## src/rtl/sram_ctrl_pkg.sv

```systemverilog
package sram_ctrl_pkg;

  typedef enum logic [2:0] {
    ST_IDLE, ST_WTURN, ST_WSTRB, ST_WHOLD, ST_RACC, ST_RETAIN, ST_RECOV
  } ctl_state_t;

  typedef struct packed {
    logic cs_n;
    logic we_n;
    logic oe_n;
    logic doe;
  } strobe_t;

  function automatic int cdiv(int num, int den);
    return (num + den - 1) / den;
  endfunction

  function automatic strobe_t strobes_for(ctl_state_t s);
    strobe_t o;
    case (s)
      ST_WTURN: o = '{cs_n: 1'b0, we_n: 1'b1, oe_n: 1'b1, doe: 1'b0};
      ST_WSTRB: o = '{cs_n: 1'b0, we_n: 1'b0, oe_n: 1'b1, doe: 1'b1};
      ST_WHOLD: o = '{cs_n: 1'b1, we_n: 1'b1, oe_n: 1'b1, doe: 1'b1};
      ST_RACC:  o = '{cs_n: 1'b0, we_n: 1'b1, oe_n: 1'b0, doe: 1'b0};
      default:  o = '{cs_n: 1'b1, we_n: 1'b1, oe_n: 1'b1, doe: 1'b0};
    endcase
    return o;
  endfunction

endpackage

```

## src/rtl/sram_cyc_timer.sv

```systemverilog
module sram_cyc_timer #(
  parameter int CW = 4
) (
  input  logic          clk,
  input  logic          rst_n,
  input  logic          load,
  input  logic [CW-1:0] load_val,
  output logic          zero
);
  logic [CW-1:0] cnt_q;

  always_ff @(posedge clk or negedge rst_n) begin
    if (!rst_n)             cnt_q <= '0;
    else if (load)          cnt_q <= load_val;
    else if (cnt_q != '0)   cnt_q <= cnt_q - 1'b1;
  end

  assign zero = (cnt_q == '0);
endmodule

```

## src/rtl/sram_data_path.sv

```systemverilog
module sram_data_path #(
  parameter int AW = 19,
  parameter int DW = 8
) (
  input  logic          clk,
  input  logic          rst_n,
  input  logic          accept,
  input  logic [AW-1:0] req_addr,
  input  logic [DW-1:0] req_wdata,
  input  logic          capture,
  input  logic [DW-1:0] mem_din,
  output logic [AW-1:0] mem_addr,
  output logic [DW-1:0] mem_dout,
  output logic [DW-1:0] rsp_rdata
);
  always_ff @(posedge clk or negedge rst_n) begin
    if (!rst_n) begin
      mem_addr  <= '0;
      mem_dout  <= '0;
      rsp_rdata <= '0;
    end else begin
      if (accept) begin
        mem_addr <= req_addr;
        mem_dout <= req_wdata;
      end
      if (capture) rsp_rdata <= mem_din;
    end
  end
endmodule

```

## src/rtl/sram_seq_fsm.sv

```systemverilog
module sram_seq_fsm
  import sram_ctrl_pkg::*;
#(
  parameter int TA = 3,
  parameter int WP = 5,
  parameter int WH = 1,
  parameter int RD = 6,
  parameter int RC = 6,
  parameter int CW = 4
) (
  input  logic          clk,
  input  logic          rst_n,
  input  logic          req_valid,
  input  logic          req_write,
  input  logic          retain_req,
  input  logic          tmr_zero,
  output logic          req_ready,
  output logic          accept,
  output logic          capture,
  output logic          tmr_load,
  output logic [CW-1:0] tmr_val,
  output strobe_t       strb_q,
  output logic          rsp_valid
);
  ctl_state_t st_q, st_d;
  logic       done;

  assign req_ready = (st_q == ST_IDLE) && !retain_req;
  assign accept    = req_valid && req_ready;

  always_comb begin
    st_d     = st_q;
    tmr_load = 1'b0;
    tmr_val  = '0;
    done     = 1'b0;
    capture  = 1'b0;
    case (st_q)
      ST_IDLE: begin
        if (retain_req) st_d = ST_RETAIN;
        else if (req_valid) begin
          tmr_load = 1'b1;
          if (req_write) begin st_d = ST_WTURN; tmr_val = CW'(TA - 1); end
          else           begin st_d = ST_RACC;  tmr_val = CW'(RD - 1); end
        end
      end
      ST_WTURN: if (tmr_zero) begin
        st_d = ST_WSTRB; tmr_load = 1'b1; tmr_val = CW'(WP - 1);
      end
      ST_WSTRB: if (tmr_zero) begin
        st_d = ST_WHOLD; tmr_load = 1'b1; tmr_val = CW'(WH - 1);
      end
      ST_WHOLD: if (tmr_zero) begin st_d = ST_IDLE; done = 1'b1; end
      ST_RACC:  if (tmr_zero) begin
        st_d = ST_IDLE; done = 1'b1; capture = 1'b1;
      end
      ST_RETAIN: if (!retain_req) begin
        st_d = ST_RECOV; tmr_load = 1'b1; tmr_val = CW'(RC - 1);
      end
      ST_RECOV: begin
        if (retain_req)    st_d = ST_RETAIN;
        else if (tmr_zero) st_d = ST_IDLE;
      end
      default: st_d = ST_IDLE;
    endcase
  end

  always_ff @(posedge clk or negedge rst_n) begin
    if (!rst_n) begin
      st_q      <= ST_IDLE;
      strb_q    <= strobes_for(ST_IDLE);
      rsp_valid <= 1'b0;
    end else begin
      st_q      <= st_d;
      strb_q    <= strobes_for(st_d);
      rsp_valid <= done;
    end
  end

  // the driver phase is only ever entered from the turnaround phase
  p_turn_first_r7: assert property (@(posedge clk) disable iff (!rst_n)
    (st_q == ST_WSTRB && $past(st_q) != ST_WSTRB) |-> $past(st_q) == ST_WTURN);
  // retention is held while the request stays high
  p_retain_hold_r8: assert property (@(posedge clk) disable iff (!rst_n)
    (st_q == ST_RETAIN && retain_req) |=> st_q == ST_RETAIN);
  // recovery leaves only to idle or back to retention
  p_recov_exit_r10: assert property (@(posedge clk) disable iff (!rst_n)
    (st_q == ST_RECOV) |=> (st_q == ST_RECOV || st_q == ST_IDLE || st_q == ST_RETAIN));
endmodule

```

## src/rtl/sram_async_ctrl.sv

```systemverilog
module sram_async_ctrl
  import sram_ctrl_pkg::*;
#(
  parameter int AW            = 19,
  parameter int DW            = 8,
  parameter int CLK_PERIOD_PS = 10000,
  parameter int T_WP_PS       = 45000,
  parameter int T_DS_PS       = 25000,
  parameter int T_WC_PS       = 55000,
  parameter int T_RC_PS       = 55000,
  parameter int T_AA_PS       = 55000,
  parameter int T_OE_PS       = 30000,
  parameter int T_HZ_PS       = 30000
) (
  input  logic          clk,
  input  logic          rst_n,
  input  logic          req_valid,
  output logic          req_ready,
  input  logic          req_write,
  input  logic [AW-1:0] req_addr,
  input  logic [DW-1:0] req_wdata,
  output logic          rsp_valid,
  output logic [DW-1:0] rsp_rdata,
  input  logic          retain_req,
  output logic [AW-1:0] mem_addr,
  output logic [DW-1:0] mem_dout,
  input  logic [DW-1:0] mem_din,
  output logic          mem_doe,
  output logic          mem_cs_n,
  output logic          mem_we_n,
  output logic          mem_oe_n
);
  // cycle counts by ceiling division
  localparam int WP_RAW = cdiv(T_WP_PS, CLK_PERIOD_PS);
  localparam int DS_RAW = cdiv(T_DS_PS, CLK_PERIOD_PS);
  localparam int WP_CYC = (WP_RAW > DS_RAW) ? WP_RAW : DS_RAW;
  localparam int TA_RAW = cdiv(T_HZ_PS, CLK_PERIOD_PS);
  localparam int TA_CYC = (TA_RAW < 1) ? 1 : TA_RAW;
  localparam int WC_RAW = cdiv(T_WC_PS, CLK_PERIOD_PS);
  localparam int WH_GAP = WC_RAW - TA_CYC - WP_CYC;
  localparam int WH_CYC = (WH_GAP < 1) ? 1 : WH_GAP;
  localparam int RC_CYC = cdiv(T_RC_PS, CLK_PERIOD_PS);
  localparam int AA_RAW = cdiv(T_AA_PS, CLK_PERIOD_PS);
  localparam int OE_RAW = cdiv(T_OE_PS, CLK_PERIOD_PS);
  localparam int RD_A   = (AA_RAW > RC_CYC) ? AA_RAW : RC_CYC;
  localparam int RD_CYC = (RD_A > OE_RAW) ? RD_A : OE_RAW;
  localparam int MX_A   = (WP_CYC > TA_CYC) ? WP_CYC : TA_CYC;
  localparam int MX_B   = (RD_CYC > WH_CYC) ? RD_CYC : WH_CYC;
  localparam int MX_C   = (MX_A > MX_B) ? MX_A : MX_B;
  localparam int MX_ALL = (MX_C > RC_CYC) ? MX_C : RC_CYC;
  localparam int CW     = $clog2(MX_ALL + 1);

  logic          accept, capture, tmr_load, tmr_zero;
  logic [CW-1:0] tmr_val;
  strobe_t       strb;

  sram_seq_fsm #(
    .TA(TA_CYC), .WP(WP_CYC), .WH(WH_CYC), .RD(RD_CYC), .RC(RC_CYC), .CW(CW)
  ) u_fsm (
    .clk(clk), .rst_n(rst_n), .req_valid(req_valid), .req_write(req_write),
    .retain_req(retain_req), .tmr_zero(tmr_zero), .req_ready(req_ready),
    .accept(accept), .capture(capture), .tmr_load(tmr_load),
    .tmr_val(tmr_val), .strb_q(strb), .rsp_valid(rsp_valid)
  );

  sram_cyc_timer #(.CW(CW)) u_tmr (
    .clk(clk), .rst_n(rst_n), .load(tmr_load), .load_val(tmr_val), .zero(tmr_zero)
  );

  sram_data_path #(.AW(AW), .DW(DW)) u_dp (
    .clk(clk), .rst_n(rst_n), .accept(accept), .req_addr(req_addr),
    .req_wdata(req_wdata), .capture(capture), .mem_din(mem_din),
    .mem_addr(mem_addr), .mem_dout(mem_dout), .rsp_rdata(rsp_rdata)
  );

  assign mem_cs_n = strb.cs_n;
  assign mem_we_n = strb.we_n;
  assign mem_oe_n = strb.oe_n;
  assign mem_doe  = strb.doe;

  // write strobe only under select, with outputs off and driver on
  p_we_frame_r3: assert property (@(posedge clk) disable iff (!rst_n)
    !mem_we_n |-> (!mem_cs_n && mem_oe_n && mem_doe));
  // address steady while selected
  p_addr_hold_r3: assert property (@(posedge clk) disable iff (!rst_n)
    (!mem_cs_n && $past(!mem_cs_n)) |-> $stable(mem_addr));
  // write data steady across the strobe
  p_wdata_hold_r3: assert property (@(posedge clk) disable iff (!rst_n)
    (!mem_we_n && $past(!mem_we_n)) |-> $stable(mem_dout));
  // no drive while memory outputs are enabled
  p_no_fight_r7: assert property (@(posedge clk) disable iff (!rst_n)
    !mem_oe_n |-> !mem_doe);
  // response is a single-cycle pulse
  p_rsp_pulse_r5: assert property (@(posedge clk) disable iff (!rst_n)
    rsp_valid |=> !rsp_valid);
  // a deselected memory stays deselected under retention
  p_retain_quiet_r8: assert property (@(posedge clk) disable iff (!rst_n)
    ($past(retain_req) && retain_req && $past(mem_cs_n)) |-> mem_cs_n);
endmodule

```

## config.mk

```make
export PLATFORM = sky130hd
export DESIGN_NAME = sram_async_ctrl
export DESIGN_NICKNAME = d
export VERILOG_FILES = /design/src/rtl/sram_ctrl_pkg.sv /design/src/rtl/sram_cyc_timer.sv /design/src/rtl/sram_data_path.sv /design/src/rtl/sram_seq_fsm.sv /design/src/rtl/sram_async_ctrl.sv
export SDC_FILE = /design/constraint.sdc
export NUM_CORES = 1
export LEC_CHECK = 0
export ABC_AREA = 1
export BUFFER_PORTS_ARGS = -buffer_cell sky130_fd_sc_hd__buf_4
export CORE_UTILIZATION = 52
export CTS_CLUSTER_SIZE = 10
export DETAILED_ROUTE_END_ITERATION = 6
export HOLD_SLACK_MARGIN = 0.1
export PLACE_DENSITY = 0.93
export SETUP_SLACK_MARGIN = 0.5
export SLEW_MARGIN = 20
export SYNTH_ARGS = -nofsm -noshare
export SYNTH_HDL_FRONTEND = slang
export SYNTH_SLANG_ARGS = --single-unit
```

## constraint.sdc

```tcl
create_clock -name clk -period 3.55 [get_ports clk]
set_input_delay 1.065 -clock clk [delete_from_list [all_inputs] [get_ports clk]]
set_output_delay 1.065 -clock clk [all_outputs]
set_load 0.05 [all_outputs]
```

-- Yosys cells after proc, flatten, opt, wreduce, memory -nomap -nowiden
Cells that the tools add are included.
- $add $sub $neg: 1
- $mul: 0
- divide/modulo/power cells: 0
- order comparisons: 0
- eq/ne operators: 10
- shifts and indexed selects: 0
- mux-type cells: 25
- bitwise logic cells: 0
- reductions and logical operators: 9
- operator list (cell ; number):
    3-bit 2-to-1 mux ; 15
    3-bit case mux with 6 select lines ; 1
    4-bit case mux with 4 select lines ; 1
    3-bit by 2-bit equality test with 1-bit output, second input constant ; 4
    3-bit equality test, second input constant ; 4
    3-bit case mux with 3 select lines ; 1
    3-bit by 1-bit equality test with 1-bit output, second input constant ; 2
    3-bit logical NOT ; 2
    1-bit 2-to-1 mux ; 6
    2-bit OR reduction ; 2
    1-bit case mux with 3 select lines ; 1
    3-bit nonzero test ; 1
    3-bit by 1-bit subtractor with 3-bit output, second input constant ; 1
    1-bit logical AND ; 2
    2-bit nonzero test ; 1
    1-bit logical NOT ; 1
- bits in registers: 46
- latch bits: 0
- bits in writable memories: 0
- bits in read-only memories: 0
- bits of input ports: 40
- memories kept: 0

-- Longest topological paths before layout
Gate-level depths: netlist (run 1).
- depth in word-level cells: 6
- gate-level depth with buffers: 11
- gate-level depth less buffers: 11

-- Modules after synthesis
A second synthesis (run 1) with hierarchy kept.
- cells, all modules: 266
- area, all modules: 2144.6 sq um
- modules (own cells, without submodules) (module ; times used ; cells each ; area each (sq um) ; seq. area each (sq um)):
    sram_data_path ; 1 ; 148 ; 1358.8 ; 875.8
    sram_seq_fsm ; 1 ; 86 ; 578.1 ; 203.9
    sram_cyc_timer ; 1 ; 32 ; 207.7 ; 75.1

-- Least setup slack after synthesis (run 1)
Ideal clock, no wire load.
- kind: in2out
- from: in retain_req
- to: out req_ready
- data arrival time: 1368 ps
- required time: 2485 ps
- setup slack: 1117 ps
- stages on the path: 1
- cells stage by stage: nor2_4
- longest elaborated chain between the ends: 2
- ends and longest elaborated chain (element ; line ; source):
    from (decl) ; sram_async_ctrl.sv:24 ; input logic retain_req,
    1-bit logical NOT ; sram_seq_fsm.sv:28 ; assign req_ready = (st_q == ST_IDLE) && !retain_req;
    1-bit logical AND ; sram_seq_fsm.sv:28 ;
    to (decl) ; sram_async_ctrl.sv:18 ; output logic req_ready,
Every way passes these cells.

-- Final worst setup path (run 1)
Same ends and word-level chain as after synthesis.

==> results.cfg, run 1 <==
[timing]
tightest_slew_ns = 0.549
relSlewSlack_pct = 63.4
hold_viol_final = 0
fin_crit_sh_pct = 73.6
setup_ws_ns = 0.937
finalClockSkew_ns = 0.00508
period_needed_ns = 2.61
grt_setup_unrepaired = false
timing.setup.tns_ns = 0
final_max_slew_viol_count = 0
fmax_mhz = 383
setup_viol = 0

[global_routing]
grt_pass1_wl_mm = 7.33
grt_pass1_vias = 1677
grt_use_total_pct = 22.5
grt_max_degree = 47
gr-total-overflow = 0
grt_antenna_before_repair = 0

[floorplan]
core-area_sq_um = 4000
start_util_pct = 54.1
io_pins = 81
dieArea_sq_um = 4420
die_x_um = 66.5
row_count = 23
dieHeight_um = 66.5

[clock_tree]
post_cts_buffers = 0
clkSinkCount = 46
clkLatencyLatePin_ns = 0.29
cts_buffers = 5
clk_pin_slew_ns = 0.07
clk_path_buf_depth = 2
hold_buffers = 0
cts_resized = 0
cts_tree = done
ctsHtreeMaxLevel = 2
root_buffer = clkbuf_8

[cells_and_area]
antenna_cells = 0
nets = 358
final_common_cell = nand2_1
layout_common_cells = nand2_1, buf_4, dfrtp_1
area_delta_synth_final_pct = 31.7
fin_util_pct = 71.2
drive_gt1_share_pct = 39.7
nFillCells = 306

[worst_setup_path]
regToRegStartpoint = u_fsm.st_q[0]
cp.arrival_ns = 1.55
path_max_fanout = 6
required_ns = 2.48
crit_type = in -> out
cp-startpoint = retain_req
end_kind = output pin
endpoint = req_ready
reg2reg_slack_ns = 1.66
startpoint_type = primary input
r2r_cells = 9
rr_endpoint = u_tmr.cnt_q[1]

[yosys]
syn-num-nets = 278
synth_top_family_by_area = simple AND/OR/NAND/NOR gates
muxShareOfSynthArea_pct = 4.17
synthDistinctLibCells = 28
synth_cells = 236
synth.avg_cell_area_sq_um = 9.16
synth_compound_area_share_pct = 2.26
synth-seq-area-share_pct = 53.4
synthesis.area_sq_um = 2160
synth_simple_gate_area_share_pct = 31.7
ys_warn_count = 0
synth-seq-cells = 46
synth-xor-area-share_pct = 0.810
synthAdderAreaFrac_pct = 1.16

[placement]
io_buffers = 80
dp_slack_ns = 0.935
place.gp.congestion = 0.894
hpwlAfterDp_mm = 3.43

[drt]
first_pass_iters = 4
routed_via_density = 4.93
postRouteAntennaNets = 0
drtIter0Drc = 128
drc_errors = 0
drt-total-wl_mm = 4.57
num_vias = 1811
wire_per_inst_um = 12.4

[power]
powerDensity_nw_per_um2 = 1110
leakagePower_nw = 1.57
peakVddDrop_uv = 438

[hold_path]
hold_path.class = reg -> reg

[flow_run]
cap_violations = 0

[status]
status = completed
-- power by group --
part | switching (mW) | leakage (nW) | internal, mW
Combinational | 1.31 | 0.960 | 0.589
Sequential | 0.167 | 0.562 | 0.784
Clock | 0.159 | 0.0482 | 0.157
-- flip-flops by register name, summed over array words and instances, names as in the netlist --
signal and cells:
u_dp.mem_addr 19, u_dp.mem_dout 8, u_dp.rsp_rdata 8, u_fsm.strb_q 4
u_fsm.st_q 3, u_tmr.cnt_q 3, u_fsm.rsp_valid 1
-- area by class of cell --
cell class	count	area, sq um	area share, %
Clock inverter	1	5.00	0.176
Multi-Input combinational cell	165	867	30.5
Sequential cell	46	1150	40.6
Clock buffer	7	86.3	3.03
Inverter	18	70.1	2.46
Tap cell	50	62.6	2.20
Timing Repair Buffer	80	601	21.1
-- through the flow --
stage	area, sq um	power (mW)	hold WS [ns]	instances
6_report	2850	3.16	0.488	367
5_1_grt	2850	3.36	0.503	367
4_1_cts	2850	3.19	0.488	367
3_5_place_dp	2760	2.87	0.467	359
3_3_place_gp	2760	2.80	0.462	359
2_1_floorplan	2160	2.35	0.515	236
-- layer usage --
layer	track usage (%)	share of wire, %	vias to the layer above
met2	39.9	51	64
met4	7.71	1.1	0
met5	0	0	-
li1	-	-	891
met3	7.19	7.1	5
met1	25.3	41	851
-- critical path, stage by stage --
cell	delay [ns]
buf_4	0.14
nor2_4	0.13
buf_4	0.21
-- worst min path at each step --
stage	from	endpoint	cells after the start
floorplan	u_tmr.cnt_q[1]	u_tmr.cnt_q[1]	4
global placement	u_dp.mem_dout[5]	u_dp.mem_dout[5]	2
detailed placement	u_dp.mem_dout[2]	u_dp.mem_dout[2]	2
CTS	u_dp.mem_dout[2]	u_dp.mem_dout[2]	2
global route	u_dp.mem_addr[13]	u_dp.mem_addr[13]	2
finish	u_dp.mem_addr[11]	u_dp.mem_addr[11]	2
-- synth_stat cells --
cell	count	area (sq um)
buf_4	3	22.5
a21oi_1	2	10.0
clkinv_1	1	3.75
o21ai_1	1	5.00
o21bai_1	2	15.0
nand2_4	1	11.3
a21oi_2	1	8.76
inv_2	5	18.8
dfstp_2	3	78.8
buf_6	3	33.8
nor2_2	4	25.0
inv_1	11	41.3
nand4_1	5	31.3
nand3_2	4	40.0
inv_4	1	6.26
nor2_4	7	78.8
nand2_1	99	372
nor2_1	12	45.0
clkbuf_8	1	13.8
o21ai_0	2	10.0
xor2_1	2	17.5
nand2_2	4	25.0
nand3_4	1	17.5
nand3_1	7	35.0
ha_1	2	25.0
nor3_1	1	5.00
dfrtp_1	43	1080
mux2_2	8	90.1
-- logic make-up after synthesis --
logic type                 count (synthesis)
adders and majority gates                  2
muxes                                      8
and+or+nand+nor                          145
DFF                                       46
buffers and inverters                     25
AOI/OAI and AO/OA                          8
xor gates and xnor gates                   2
Power figures use the tool's default switching activity.
==> run 2, diff against run 1 <==
Settings changed: ABC_AREA 1 to 0, CORE_UTILIZATION 52 to 43, PLACE_DENSITY 0.93 to 0.84.
Clock period 3.55 ns to 2.4 ns, I/O delays scaled along.
==> run 2 against run 1 <==
Clock power grew 79%. Power rose by 47%. Synthesized cell count is 14% lower. Clock skew is 0.00083 ns higher. Sequential cell count stayed put. Critical path type unchanged. Sequential power up 47%. Sequential share of layout area grew 0.11 points. Largest cell class unchanged.
==> results.cfg, run 2 <==
[power]
leakagePower_nw = 1.49
powerDensity_nw_per_um2 = 1640
peakVddDrop_uv = 876

[worst_setup_path]
crit_type = in -> out
cpPeakStageDelay_ns = 0.33
crit_slowest_cell = nor4_4
required_ns = 1.68
path_max_fanout = 3
end_kind = output pin
startpoint_type = primary input
cp_top_family = simple AND/OR/NAND/NOR gates
worst-path-buf-inv = 2
crit_path_cell_trace = buf_8, nor4_4, buf_6
cp.arrival_ns = 1.36

[yosys]
ys_warn_count = 0
yosys_most_used_dff = dfrtp_1
yosysMostFrequentCell = nand2_1
syn-num-nets = 246
synth_edf_count = 0
synthesis.area_sq_um = 2000
synth_area_leaders = dfrtp_1, nand2_1, mux2_2, dfstp_2, nand2b_1
synth-seq-cells = 46
synth_top_area_share_pct = 53.9
synthDistinctLibCells = 36
synth.avg_cell_area_sq_um = 9.78
synth_cells = 204
synth-seq-area-share_pct = 57.9
yosysTopAreaCell = dfrtp_1
synth_common_cells = nand2_1, dfrtp_1, mux2_2, nand2b_1, nor2_1
async_flop_share_pct = 100

[global_routing]
gr-total-overflow = 0
grt_pass1_wl_mm = 7.56
grt_antenna_before_repair = 0
grt_max_degree = 47
grt_pass1_vias = 1689
grt_use_total_pct = 19.9

[timing]
grt_setup_unrepaired = true
hold_viol_final = 0
final_max_slew_viol_count = 0
fmax_mhz = 481
setup_ws_ns = 0.321
tightest_slew_ns = 0.563
setup_viol = 0
relSlewSlack_pct = 62.4
timing.setup.tns_ns = 0
fin_crit_sh_pct = 86.6
finalClockSkew_ns = 0.00591
period_needed_ns = 2.08

[drt]
num_vias = 1711
drc_errors = 0
wire_per_inst_um = 13.6
routed_via_density = 4.95
postRouteAntennaNets = 0
drtIter0Drc = 116
first_pass_iters = 4
drt-total-wl_mm = 4.69

[cells_and_area]
drive_gt1_share_pct = 43.2
nets = 335
stdcell_area_sq_um = 2850
antenna_cells = 0
largest_register_ffs = 19
reg_top3 = u_dp.mem_addr (19), u_dp.mem_dout (8), u_dp.rsp_rdata (8)
layout_common_cells = nand2_1, buf_4, dfrtp_1
area_delta_synth_final_pct = 42.7
final_cells = 346
fin_util_pct = 64.5
regMostFlops = u_dp.mem_addr
nFillCells = 387

[clock_tree]
root_buffer = clkbuf_8
clk_path_buf_depth = 2
cts_buffers = 5
clkLatencyLatePin_ns = 0.30
clkSinkCount = 46
ctsHtreeMaxLevel = 2
cts_tree = done
clk_pin_slew_ns = 0.09

[placement]
place.gp.congestion = 0.925
io_buffers = 80
placedCellCount = 330
dp_slack_ns = 0.376
place_area_sq_um = 2640
hpwlAfterDp_mm = 3.14

[floorplan]
core-area_sq_um = 4410
dieArea_sq_um = 4920
dieHeight_um = 70.1
die_x_um = 70.1
start_util_pct = 45.2
row_count = 24
io_pins = 81

[flow_run]
cap_violations = 0

[hold_path]
hold_path.class = in -> async

[status]
status = completed
run 2: kinds of logic (layout without fill, tap and decap cells):
group / after synthesis / count (layout) / share of synthesized area (%)
AOI/OAI and AO/OA: 14 / 14 / 5.08
and+or+nand+nor: 117 / 117 / 25.5
adders and majority gates: 2 / 2 / 1.25
buffers and inverters: 12 / 102 / 3.39
DFF: 46 / 46 / 57.9
xor gates and xnor gates: 2 / 2 / 0.878
muxes: 11 / 11 / 6.02
run 2: worst register-to-register path: cells and delay by family, from the launching register on:
family                   cells  cell delay, ns
flip-flops                   1            0.38
buffers and inverters        2            0.23
adder cells (fa/ha/maj)      1            0.17
AND/OR/NAND/NOR              3            0.75
multiplexers                 1            0.22
run 2: where the power goes:
group          leakage, nW  internal [mW]  switching (mW)  total, mW
registers            0.558           1.16           0.247       1.40
logic                0.876          0.920            1.78       2.70
clock network       0.0579          0.307           0.260      0.567
run 2: metrics by stage:
step / hold slack (ns) / power (mW)
after global routing: 0.455 / 4.94
after global placement: 0.451 / 3.92
final: 0.402 / 4.67
after detailed placement: 0.457 / 3.98
after floorplan: 0.424 / 3.24
after CTS: 0.430 / 4.57
run 2: path summary, 6_finish.rpt:
path / from / end / slack, ns / cells past startpoint
worst min register to register: u_dp.mem_addr[18] / u_dp.mem_addr[18] / 0.47 / 2
worst min-delay path: rst_n / u_dp.rsp_rdata[6] / 0.40 / 1
worst max-delay path: retain_req / req_ready / 0.32 / 3
worst max register to register: u_tmr.cnt_q[0] / u_fsm.strb_q[3] / 0.59 / 7
min in group clk: u_dp.mem_addr[18] / u_dp.mem_addr[18] / 0.47 / 2
max in group asynchronous: rst_n / u_fsm.st_q[0] / 1.58 / 1
run 2: timing repair:
item                                    CTS  global route
gates resized for setup                   6             7
hold buffers                              0             0
buffers inserted                          1             7
pin swaps                                 1             3
endpoints found under the setup margin    1            11
run 2: per-layer routing:
layer | part of all wire [%] | GRT usage (%)
met1 | 39 | 22.3
met2 | 53 | 35.3
met3 | 5.5 | 5.19
met4 | 1.8 | 8.89
met5 | 0 | 0
run 2: layout make-up:
class / count / area, sq um / area share [%]
timing repair buffer: 91 / 694 / 24.4
clock buffer: 5 / 68.8 / 2.42
sequential: 46 / 1160 / 40.7
tap: 52 / 65.1 / 2.28
clock inverter: 3 / 40.0 / 1.41
inverter: 3 / 11.3 / 0.395
multi-input combinational: 146 / 810 / 28.4
